==> src/rtl/sram_ctrl_pkg.sv <==
package sram_ctrl_pkg;

   typedef enum logic [2:0] {
      ST_IDLE,
      ST_TURN,
      ST_WR,
      ST_WEND,
      ST_RD
   } sram_state_e;

   function automatic int ceil_div(input int num, input int den);
      return (num + den - 1) / den;
   endfunction

   function automatic int max2(input int a, input int b);
      return (a > b) ? a : b;
   endfunction

   function automatic int at_least_one(input int v);
      return (v < 1) ? 1 : v;
   endfunction

endpackage

==> src/rtl/sram_wait_cnt.sv <==
module sram_wait_cnt #(
   parameter int W = 1
) (
   input  logic         clk,
   input  logic         rst_n,
   input  logic         load,
   input  logic [W-1:0] load_val,
   output logic         expired
);

   logic [W-1:0] cnt_q;

   always_ff @(posedge clk) begin
      if (!rst_n) begin
         cnt_q <= '0;
      end else if (load) begin
         cnt_q <= load_val;
      end else if (cnt_q != '0) begin
         cnt_q <= cnt_q - 1'b1;
      end
   end

   assign expired = (cnt_q == '0);

endmodule

==> src/rtl/sram_byte_lane.sv <==
module sram_byte_lane #(
   parameter int LANE_W = 8
) (
   input  logic              clk,
   input  logic              rst_n,
   input  logic              strobe_set,
   input  logic              strobe_en,
   input  logic              strobe_clr,
   input  logic              capture,
   input  logic [LANE_W-1:0] dq_lane_i,
   output logic              bs_n,
   output logic [LANE_W-1:0] rd_byte
);

   always_ff @(posedge clk) begin
      if (!rst_n) begin
         bs_n <= 1'b1;
      end else if (strobe_set) begin
         bs_n <= ~strobe_en;
      end else if (strobe_clr) begin
         bs_n <= 1'b1;
      end
   end

   always_ff @(posedge clk) begin
      if (!rst_n) begin
         rd_byte <= '0;
      end else if (capture) begin
         rd_byte <= bs_n ? '0 : dq_lane_i;
      end
   end

endmodule

==> src/rtl/sram_async_ctrl.sv <==
module sram_async_ctrl
   import sram_ctrl_pkg::*;
#(
   parameter int ADDR_W   = 15,
   parameter int LANES    = 2,
   parameter int LANE_W   = 8,
   parameter int CLK_PS   = 10000,
   parameter int T_RC_PS  = 12000,
   parameter int T_AA_PS  = 12000,
   parameter int T_WC_PS  = 12000,
   parameter int T_PWE_PS = 9000,
   parameter int T_SD_PS  = 9000,
   parameter int T_AW_PS  = 9000
) (
   input  logic                     clk,
   input  logic                     rst_n,
   input  logic                     req_valid,
   output logic                     req_ready,
   input  logic                     req_write,
   input  logic [ADDR_W-1:0]        req_addr,
   input  logic [LANES*LANE_W-1:0]  req_wdata,
   input  logic [LANES-1:0]         req_be,
   output logic                     rsp_valid,
   output logic [LANES*LANE_W-1:0]  rsp_rdata,
   output logic [ADDR_W-1:0]        mem_addr,
   output logic                     mem_ce_n,
   output logic                     mem_oe_n,
   output logic                     mem_we_n,
   output logic [LANES-1:0]         mem_bs_n,
   output logic [LANES*LANE_W-1:0]  mem_dq_o,
   output logic                     mem_dq_oe,
   input  logic [LANES*LANE_W-1:0]  mem_dq_i
);

   localparam int DATA_W  = LANES * LANE_W;
   localparam int RD_CYC  = at_least_one(ceil_div(max2(T_RC_PS, T_AA_PS), CLK_PS));
   localparam int WR_CYC  = at_least_one(ceil_div(max2(max2(T_WC_PS, T_PWE_PS),
                                                       max2(T_SD_PS, T_AW_PS)), CLK_PS));
   localparam int MAX_CYC = max2(RD_CYC, WR_CYC);
   localparam int CNT_W   = (MAX_CYC > 1) ? $clog2(MAX_CYC) : 1;

   generate
      if (ADDR_W < 1) begin : g_bad_addr
         $error("ADDR_W must be at least 1");
      end
      if (LANES < 1) begin : g_bad_lanes
         $error("LANES must be at least 1");
      end
      if (LANE_W < 1) begin : g_bad_lane_w
         $error("LANE_W must be at least 1");
      end
      if (CLK_PS < 1) begin : g_bad_clk
         $error("CLK_PS must be positive");
      end
   endgenerate

   sram_state_e state_q, state_d;

   logic              last_rd_q;
   logic              pend_write_q;
   logic [ADDR_W-1:0] pend_addr_q;
   logic [DATA_W-1:0] pend_wdata_q;
   logic [LANES-1:0]  pend_be_q;

   logic              accept;
   logic              start_rd, start_wr, go_turn, wr_term, rd_done, release_bus;
   logic [ADDR_W-1:0] src_addr;
   logic [DATA_W-1:0] src_wdata;
   logic [LANES-1:0]  src_be;
   logic              cnt_load, cnt_expired;
   logic [CNT_W-1:0]  cnt_load_val;

   assign req_ready = (state_q == ST_IDLE) || (state_q == ST_WEND);
   assign accept    = req_valid && req_ready;

   assign src_addr  = (state_q == ST_TURN) ? pend_addr_q  : req_addr;
   assign src_wdata = (state_q == ST_TURN) ? pend_wdata_q : req_wdata;
   assign src_be    = (state_q == ST_TURN) ? pend_be_q    : req_be;

   always_comb begin
      start_rd    = 1'b0;
      start_wr    = 1'b0;
      go_turn     = 1'b0;
      wr_term     = 1'b0;
      rd_done     = 1'b0;
      release_bus = 1'b0;
      state_d     = state_q;
      unique case (state_q)
         ST_IDLE: begin
            if (accept) begin
               if (!req_write)     start_rd = 1'b1;
               else if (last_rd_q) go_turn  = 1'b1;
               else                start_wr = 1'b1;
            end
         end
         ST_WEND: begin
            if (accept && req_write) start_wr    = 1'b1;
            else if (accept)         go_turn     = 1'b1;
            else                     release_bus = 1'b1;
         end
         ST_TURN: begin
            if (pend_write_q) start_wr = 1'b1;
            else              start_rd = 1'b1;
         end
         ST_WR:   wr_term = cnt_expired;
         ST_RD:   rd_done = cnt_expired;
         default: state_d = ST_IDLE;
      endcase
      if (start_rd)          state_d = ST_RD;
      else if (start_wr)     state_d = ST_WR;
      else if (go_turn)      state_d = ST_TURN;
      else if (wr_term)      state_d = ST_WEND;
      else if (release_bus)  state_d = ST_IDLE;
      else if (rd_done)      state_d = ST_IDLE;
   end

   assign cnt_load     = start_rd || start_wr;
   assign cnt_load_val = start_rd ? CNT_W'(RD_CYC - 1) : CNT_W'(WR_CYC - 1);

   sram_wait_cnt #(.W(CNT_W)) u_wait (
      .clk      (clk),
      .rst_n    (rst_n),
      .load     (cnt_load),
      .load_val (cnt_load_val),
      .expired  (cnt_expired)
   );

   always_ff @(posedge clk) begin
      if (!rst_n) begin
         state_q      <= ST_IDLE;
         last_rd_q    <= 1'b0;
         pend_write_q <= 1'b0;
         pend_addr_q  <= '0;
         pend_wdata_q <= '0;
         pend_be_q    <= '0;
         rsp_valid    <= 1'b0;
      end else begin
         state_q   <= state_d;
         rsp_valid <= rd_done;
         if (rd_done)       last_rd_q <= 1'b1;
         else if (start_wr) last_rd_q <= 1'b0;
         if (accept) begin
            pend_write_q <= req_write;
            pend_addr_q  <= req_addr;
            pend_wdata_q <= req_wdata;
            pend_be_q    <= req_be;
         end
      end
   end

   always_ff @(posedge clk) begin
      if (!rst_n) begin
         mem_addr  <= '0;
         mem_ce_n  <= 1'b1;
         mem_oe_n  <= 1'b1;
         mem_we_n  <= 1'b1;
         mem_dq_o  <= '0;
         mem_dq_oe <= 1'b0;
      end else if (start_rd) begin
         mem_addr  <= src_addr;
         mem_ce_n  <= 1'b0;
         mem_oe_n  <= 1'b0;
         mem_we_n  <= 1'b1;
         mem_dq_oe <= 1'b0;
      end else if (start_wr) begin
         mem_addr  <= src_addr;
         mem_dq_o  <= src_wdata;
         mem_ce_n  <= 1'b0;
         mem_oe_n  <= 1'b1;
         mem_we_n  <= 1'b0;
         mem_dq_oe <= 1'b1;
      end else if (go_turn || release_bus) begin
         mem_ce_n  <= 1'b1;
         mem_oe_n  <= 1'b1;
         mem_we_n  <= 1'b1;
         mem_dq_oe <= 1'b0;
      end else if (rd_done) begin
         mem_ce_n  <= 1'b1;
         mem_oe_n  <= 1'b1;
      end
   end

   generate
      for (genvar l = 0; l < LANES; l++) begin : g_lane
         sram_byte_lane #(.LANE_W(LANE_W)) u_lane (
            .clk        (clk),
            .rst_n      (rst_n),
            .strobe_set (start_rd || start_wr),
            .strobe_en  (src_be[l]),
            .strobe_clr (go_turn || wr_term || rd_done),
            .capture    (rd_done),
            .dq_lane_i  (mem_dq_i[l*LANE_W +: LANE_W]),
            .bs_n       (mem_bs_n[l]),
            .rd_byte    (rsp_rdata[l*LANE_W +: LANE_W])
         );
      end
   endgenerate

endmodule

==> config.mk <==
export PLATFORM = sky130hd
export DESIGN_NAME = sram_async_ctrl
export DESIGN_NICKNAME = d
export VERILOG_FILES = /design/src/rtl/sram_ctrl_pkg.sv /design/src/rtl/sram_wait_cnt.sv /design/src/rtl/sram_byte_lane.sv /design/src/rtl/sram_async_ctrl.sv
export SDC_FILE = /design/constraint.sdc
export NUM_CORES = 1
export LEC_CHECK = 0
export ABC_AREA = 0
export BUFFER_PORTS_ARGS = -buffer_cell sky130_fd_sc_hd__buf_2
export CORE_MARGIN = 2
export CORE_UTILIZATION = 48
export CTS_BUF_LIST = sky130_fd_sc_hd__clkbuf_4
export DETAILED_ROUTE_END_ITERATION = 10
export PLACE_DENSITY = 0.85
export SYNTH_ARGS = -nofsm -noshare
export SYNTH_HDL_FRONTEND = slang
export SYNTH_SLANG_ARGS = --single-unit
==> constraint.sdc <==
create_clock -name clk -period 1.64 [get_ports clk]
set_input_delay 0.246 -clock clk [delete_from_list [all_inputs] [get_ports clk]]
set_output_delay 0.246 -clock clk [all_outputs]
set_load 0.05 [all_outputs]
; ---- Yosys cells after proc, flatten, opt, wreduce, memory -nomap -nowiden
; Index checks and enable logic that the tools add are counted.
[word_totals]
reg_bits = 93
ramBits = 0
out_inout_bits = 55
inputBits = 53
mem_count = 0
latchBits = 0
wordCells = 102
rom_bits = 0
[op_classes]
n_eq_ne = 7
mul = 0
n_mux = 52
reduce_logical = 17
addsub = 1
n_bitwise = 5
n_shift = 0
n_div = 0
n_lt_le_gt_ge = 0
[op_table]
columns = cell, count
row1 = 15-bit two-way mux, 3
row2 = 1-bit two-way mux, 35
row3 = 3-bit two-way mux, 7
row4 = 16-bit two-way mux, 1
row5 = 8-bit two-way mux, 2
row6 = 2-bit nonzero test, 4
row7 = "7-bit by 1-bit inequality test with 1-bit output, second input constant", 1
row8 = "3-bit by 2-bit == test with 1-bit output, second input constant", 2
row9 = "6-bit by 1-bit inequality test with 1-bit output, second input constant", 1
row10 = 1-bit logical OR, 5
row11 = "5-bit by 1-bit inequality test with 1-bit output, second input constant", 1
row12 = 1-bit inverter, 5
row13 = 5-bit OR reduction, 1
row14 = 1-bit case mux with 2 select lines, 2
row15 = 4-bit nonzero test, 1
row16 = "3-bit by 1-bit == test with 1-bit output, second input constant", 1
row17 = "3-bit == test, second input constant", 1
row18 = 3-bit logical NOT, 1
row19 = 1-bit case mux with 3 select lines, 1
row20 = 3-bit OR reduction, 1
row21 = 1-bit logical AND, 2
row22 = 2-bit two-way mux, 1
row23 = 2-bit AND reduction, 1
row24 = 2-bit OR reduction, 1
row25 = "1-bit subtractor, second input constant", 1

; ---- Longest topological paths before layout
[logic_depth]
word_depth = 11
ltp_mapped = 9
depth_no_buf = 4

; ---- Modules after synthesis
; Synthesis repeated with hierarchy kept, for this count alone.
[hier_totals]
hier_cells = 438
hier_area_um2 = 4097.7
[by_module_without_submodules]
columns = mod, instances, area_per_inst_um2, seq_area_each_um2, cells_each
row1 = sram_async_ctrl, 1, 3316.9, 1481.4, 359
row2 = sram_byte_lane, 2, 375.4, 180.2, 38
row3 = sram_wait_cnt, 1, 30.0, 20.0, 3

; ---- Least setup slack after synthesis
; No wires, ideal clock.
[synth_timing]
kind = register -> register
from = register state_q[1]
to = register mem_dq_o[10]
required_ns = 1.495
setup_time_ns = 0.145
stages_incl_launch_ff = 7
path_buffers = 2
synth_period_minus_slack_ns = 1.683
slack_ns = -0.043
arrival_time_ns = 1.538
path_cell_list = dfxtp_1 -> or3_4 -> a211oi_4 -> or2_1 -> buf_6 -> buf_12 -> a211oi_2
[synth_between]
elab_chain_len = 7
elab_cells_between_ends = 14
cone_classes = 2 x eq/ne / 6 x mux / 1 x bitwise / 5 x reduce/logical
[synth_rtl]
columns = element, line_no
row1 = from (decl), sram_async_ctrl.sv:57  ; sram_state_e state_q, state_d;
row2 = from (signal assigned), sram_async_ctrl.sv:138  ; state_q <= state_d;
row3 = 3-bit by 2-bit == test with 1-bit output or 3-bit logical NOT (tied branches), "sram_async_ctrl.sv:73, sram_async_ctrl.sv:88"
row4 = 1-bit logical OR, sram_async_ctrl.sv:73  ; assign req_ready = (state_q == ST_IDLE) || (state_q == ST_WEND);
row5 = 1-bit logical AND, sram_async_ctrl.sv:74  ; assign accept = req_valid && req_ready;
row6 = 1-bit logical AND or 1-bit two-way mux (tied branches), "sram_async_ctrl.sv:97, sram_async_ctrl.sv:90"
row7 = 1-bit two-way mux or 1-bit case mux with 2 select lines (tied branches), "sram_async_ctrl.sv:97, sram_async_ctrl.sv:88"
row8 = 1-bit case mux with 3 select lines or 1-bit inverter (tied branches), n/a
row9 = 2-bit AND reduction (no line), n/a
row10 = to (signal assigned), sram_async_ctrl.sv:167  ; mem_dq_o <= src_wdata;
row11 = to (decl), sram_async_ctrl.sv:30  ; output logic [LANES*LANE_W-1:0] mem_dq_o,
; Parallel ways exist; a longest one is shown, timed or not.
; A chain may end at the register's enable or synchronous reset.

; ---- Worst setup path in the final report
[layout_timing]
from = register state_q[0]
to = output req_ready
[layout_between]
elab_chain_len = 2
elab_cells_between_ends = 3
cone_classes = 1 x eq/ne / 2 x reduce/logical
[layout_rtl]
columns = element, line_no
row1 = 3-bit by 2-bit == test with 1-bit output or 3-bit logical NOT (tied branches), sram_async_ctrl.sv:73
row2 = 1-bit logical OR *, sram_async_ctrl.sv:73
row3 = to (decl), sram_async_ctrl.sv:18  ; output logic req_ready,
; Mark *: on every way between the ends. The rest lies on a longest branch, timed or not.

==> flow_summary.json <==
{
  "status": "complete, but fails checks",
  "violations": "negative setup slack",
  "cp.arrival_ns": 1.40,
  "vias_per_cell": 5.33,
  "post_drt_wl_per_cell_um": 14.6,
  "ys_ff_latch": 93,
  "gp_congestion": 0.814,
  "cts_tree": "done",
  "dr.pass1.iters": 4,
  "synth_fp_nets": 454,
  "rows": 32,
  "powerDensity_mw_per_mm2": 1090,
  "initial_core_util_pct": 49.2,
  "highest_layer": "met4",
  "layout.cells.most_common": "buf_2",
  "dp_hpwl_um": 5950,
  "core_mm2": 0.00765,
  "wl_met2_um": 4580,
  "synth_edf_count": 0,
  "layout.nets": 571,
  "fillers": 660,
  "maxSlewViolCount": 0,
  "die-area_mm2": 0.00857,
  "p_leak_nw": 1.99,
  "synth_area_per_cell_um2": 9.39,
  "path_clk_slew_ns": 0.14,
  "die_w_um": 92.6,
  "maxSlewHeadroom_pct": 66.1,
  "fin_crit_sh_pct": 101,
  "endpoint_kind": "output port",
  "design_area_mm2": 0.00476,
  "grt_pass1_wl_um": 15000,
  "route.met3.wl_um": 600,
  "dpl_cell_area_mm2": 0.00441,
  "start_kind": "flip-flop",
  "cts-htree-levels": 3,
  "finalHoldViolCount": 0,
  "setup_viol": 1,
  "die_h_um": 92.6,
  "clock-root-buffer": "clkbuf_4",
  "syn_area_mm2": 0.00376,
  "antenna_found_initial": 0,
  "syn2layout_area_growth_pct": 26.4,
  "portBuffers": 107,
  "diodes": 0,
  "overflow": 0,
  "clock_skew_ns": 0.0174,
  "fin_hold_ws_ns": 0.0250,
  "cp_max_fo": 6,
  "antenna_left": 0,
  "ios": 108,
  "drc_errors": 0,
  "numClockSinks": 93,
  "wl_met1_um": 3780,
  "peakVddDrop_mv": 0.570,
  "first_global_vias": 3148,
  "grt_max_degree": 44,
  "async_flop_share_pct": 0,
  "rsz0062_at_grt": "yes",
  "crit_type": "flip-flop to output port",
  "hold_path.class": "primary input to flip-flop",
  "synthCells": 401,
  "via_count": 3334,
  "drive_gt1_share_pct": 32.3,
  "ys_warn_count": 0,
  "synth_cell_types": 43,
  "clock_latency_ns": 0.44,
  "fmax_mhz": 606,
  "cts.path.max_buffers": 2,
  "maxCapViolCount": 0,
  "mostFrequentLayoutCells": "buf_2 (106), dfxtp_1 (89), nand2_1 (77), a21oi_1 (37), mux2i_1 (31)",
  "wl_um": 9120,
  "synth-main-ff-cell": "dfxtp_1",
  "grtUsageTotal_pct": 21.9,
  "drt_iter0_markers": 137,
  "ys_seq_area_share_pct": 49.5,
  "period_minus_slack_ns": 1.65,
  "fin_ws_ns": -0.0107,
  "finalSetupTns_ns": -0.0107,
  "worstMarginPinSlew_ns": 0.508,
  "cts_buffers": 9,
  "cp.required_ns": 1.39,
  "finish.utilization_pct": 62.2
}
flip-flops by register name (all words and copies together), names as in the netlist:
signal                 count
rsp_valid                  1
pend_wdata_q              16
mem_we_n                   1
pend_write_q               1
g_lane.u_lane.rd_byte     16
mem_ce_n                   1
mem_addr                  15
mem_dq_o                  16
g_lane.u_lane.bs_n         2
pend_be_q                  2
mem_dq_oe                  1
last_rd_q                  1
pend_addr_q               15
u_wait.cnt_q               1
mem_oe_n                   1
state_q                    3
final cells by class:
type                       count  area [µm²]  area share, %
multi-input combinational    269        1730           36.3
sequential                    93        1870           39.2
tap                          102         128           2.68
timing repair buffer         140         901           18.9
clock inverter                 7        51.3           1.08
inverter                       5        18.8          0.394
clock buffer                   9        67.6           1.42
per-layer routing:
layer	global-route usage, %	up-vias
li1	-	1650
met1	26.4	1544
met2	37.5	126
met3	4.80	14
met4	9.33	0
met5	0	-
path summary, 6_finish.rpt:
path	from	end	slack [ns]	depth (start not counted)
worst min register to register	pend_be_q[0]$_SDFFE_PN0P_	pend_be_q[0]$_SDFFE_PN0P_	0.46	2
worst max register to register	last_rd_q$_SDFFE_PN0P_	mem_dq_o[3]$_SDFFE_PN0P_	0.03	5
worst max-delay path	state_q[0]$_SDFFE_PP0P_	req_ready	-0.01	4
worst min-delay path	mem_dq_i[14]	g_lane[1].u_lane.rd_byte[6]$_SDFFE_PN0P_	0.03	2
cell usage after synthesis (2+ instances only):
| library cell | count | area (µm²) |
|---|---|---|
| dfxtp_1 | 93 | 1860 |
| nand2_1 | 77 | 289 |
| a21oi_1 | 37 | 185 |
| mux2i_1 | 31 | 310 |
| a211oi_1 | 23 | 173 |
| nor2_1 | 19 | 71.3 |
| nor3_1 | 17 | 85.1 |
| a22o_1 | 16 | 140 |
| clkbuf_1 | 15 | 56.3 |
| buf_2 | 11 | 55.1 |
| a211oi_2 | 10 | 125 |
| and3_1 | 4 | 25.0 |
| buf_4 | 4 | 30.0 |
| inv_1 | 4 | 15.0 |
| and2_1 | 3 | 18.8 |
| buf_6 | 3 | 33.8 |
| a221oi_1 | 2 | 17.5 |
| nand2b_1 | 2 | 12.5 |
| nand3_1 | 2 | 10.0 |
| nor2_2 | 2 | 12.5 |
| nor2b_1 | 2 | 12.5 |
| nor3b_1 | 2 | 15.0 |
| o21bai_1 | 2 | 15.0 |
critical path: stages, from the launching register on:
cell	delay (ns)
dfxtp_2	0.36
buf_6	0.14
xnor2_4	0.17
and2_4	0.17
buf_8	0.14
kinds of logic (layout without fill, tap and decap cells):
family / after synthesis / count (layout) / synth area share [%]
compound gates: 103 / 103 / 20.6
buf+inv: 39 / 161 / 5.68
simple gates: 134 / 134 / 15.8
flops: 93 / 93 / 49.5
xor+xnor: 1 / 1 / 0.233
mux: 31 / 31 / 8.24
power breakdown:
group / internal, mW / switching [mW]
clock network: 0.318 / 0.798
logic: 0.521 / 0.987
registers: 2.47 / 0.115
total: 3.31 / 1.90
stage by stage:
stage	instances	setup WS [ns]	power, mW
floorplan	401	-0.00612	3.68
global placement	592	0.0597	4.02
detailed placement	592	0.00364	4.06
CTS	624	-0.0323	5.21
global route	625	-0.0756	5.47
finish	625	-0.0107	5.21
what timing repair did:
action / 4_1_cts / 5_1_grt
hold buffers: 13 / 1
resized for setup: 8 / 9
pin swaps: 2 / 2
gates cloned: 0 / 0
setup buffers: 3 / 0
setup endpoints to repair: 6 / 43
hold endpoints to repair: 13 / 1
No activity file was read; power rests on OpenSTA's default activity.
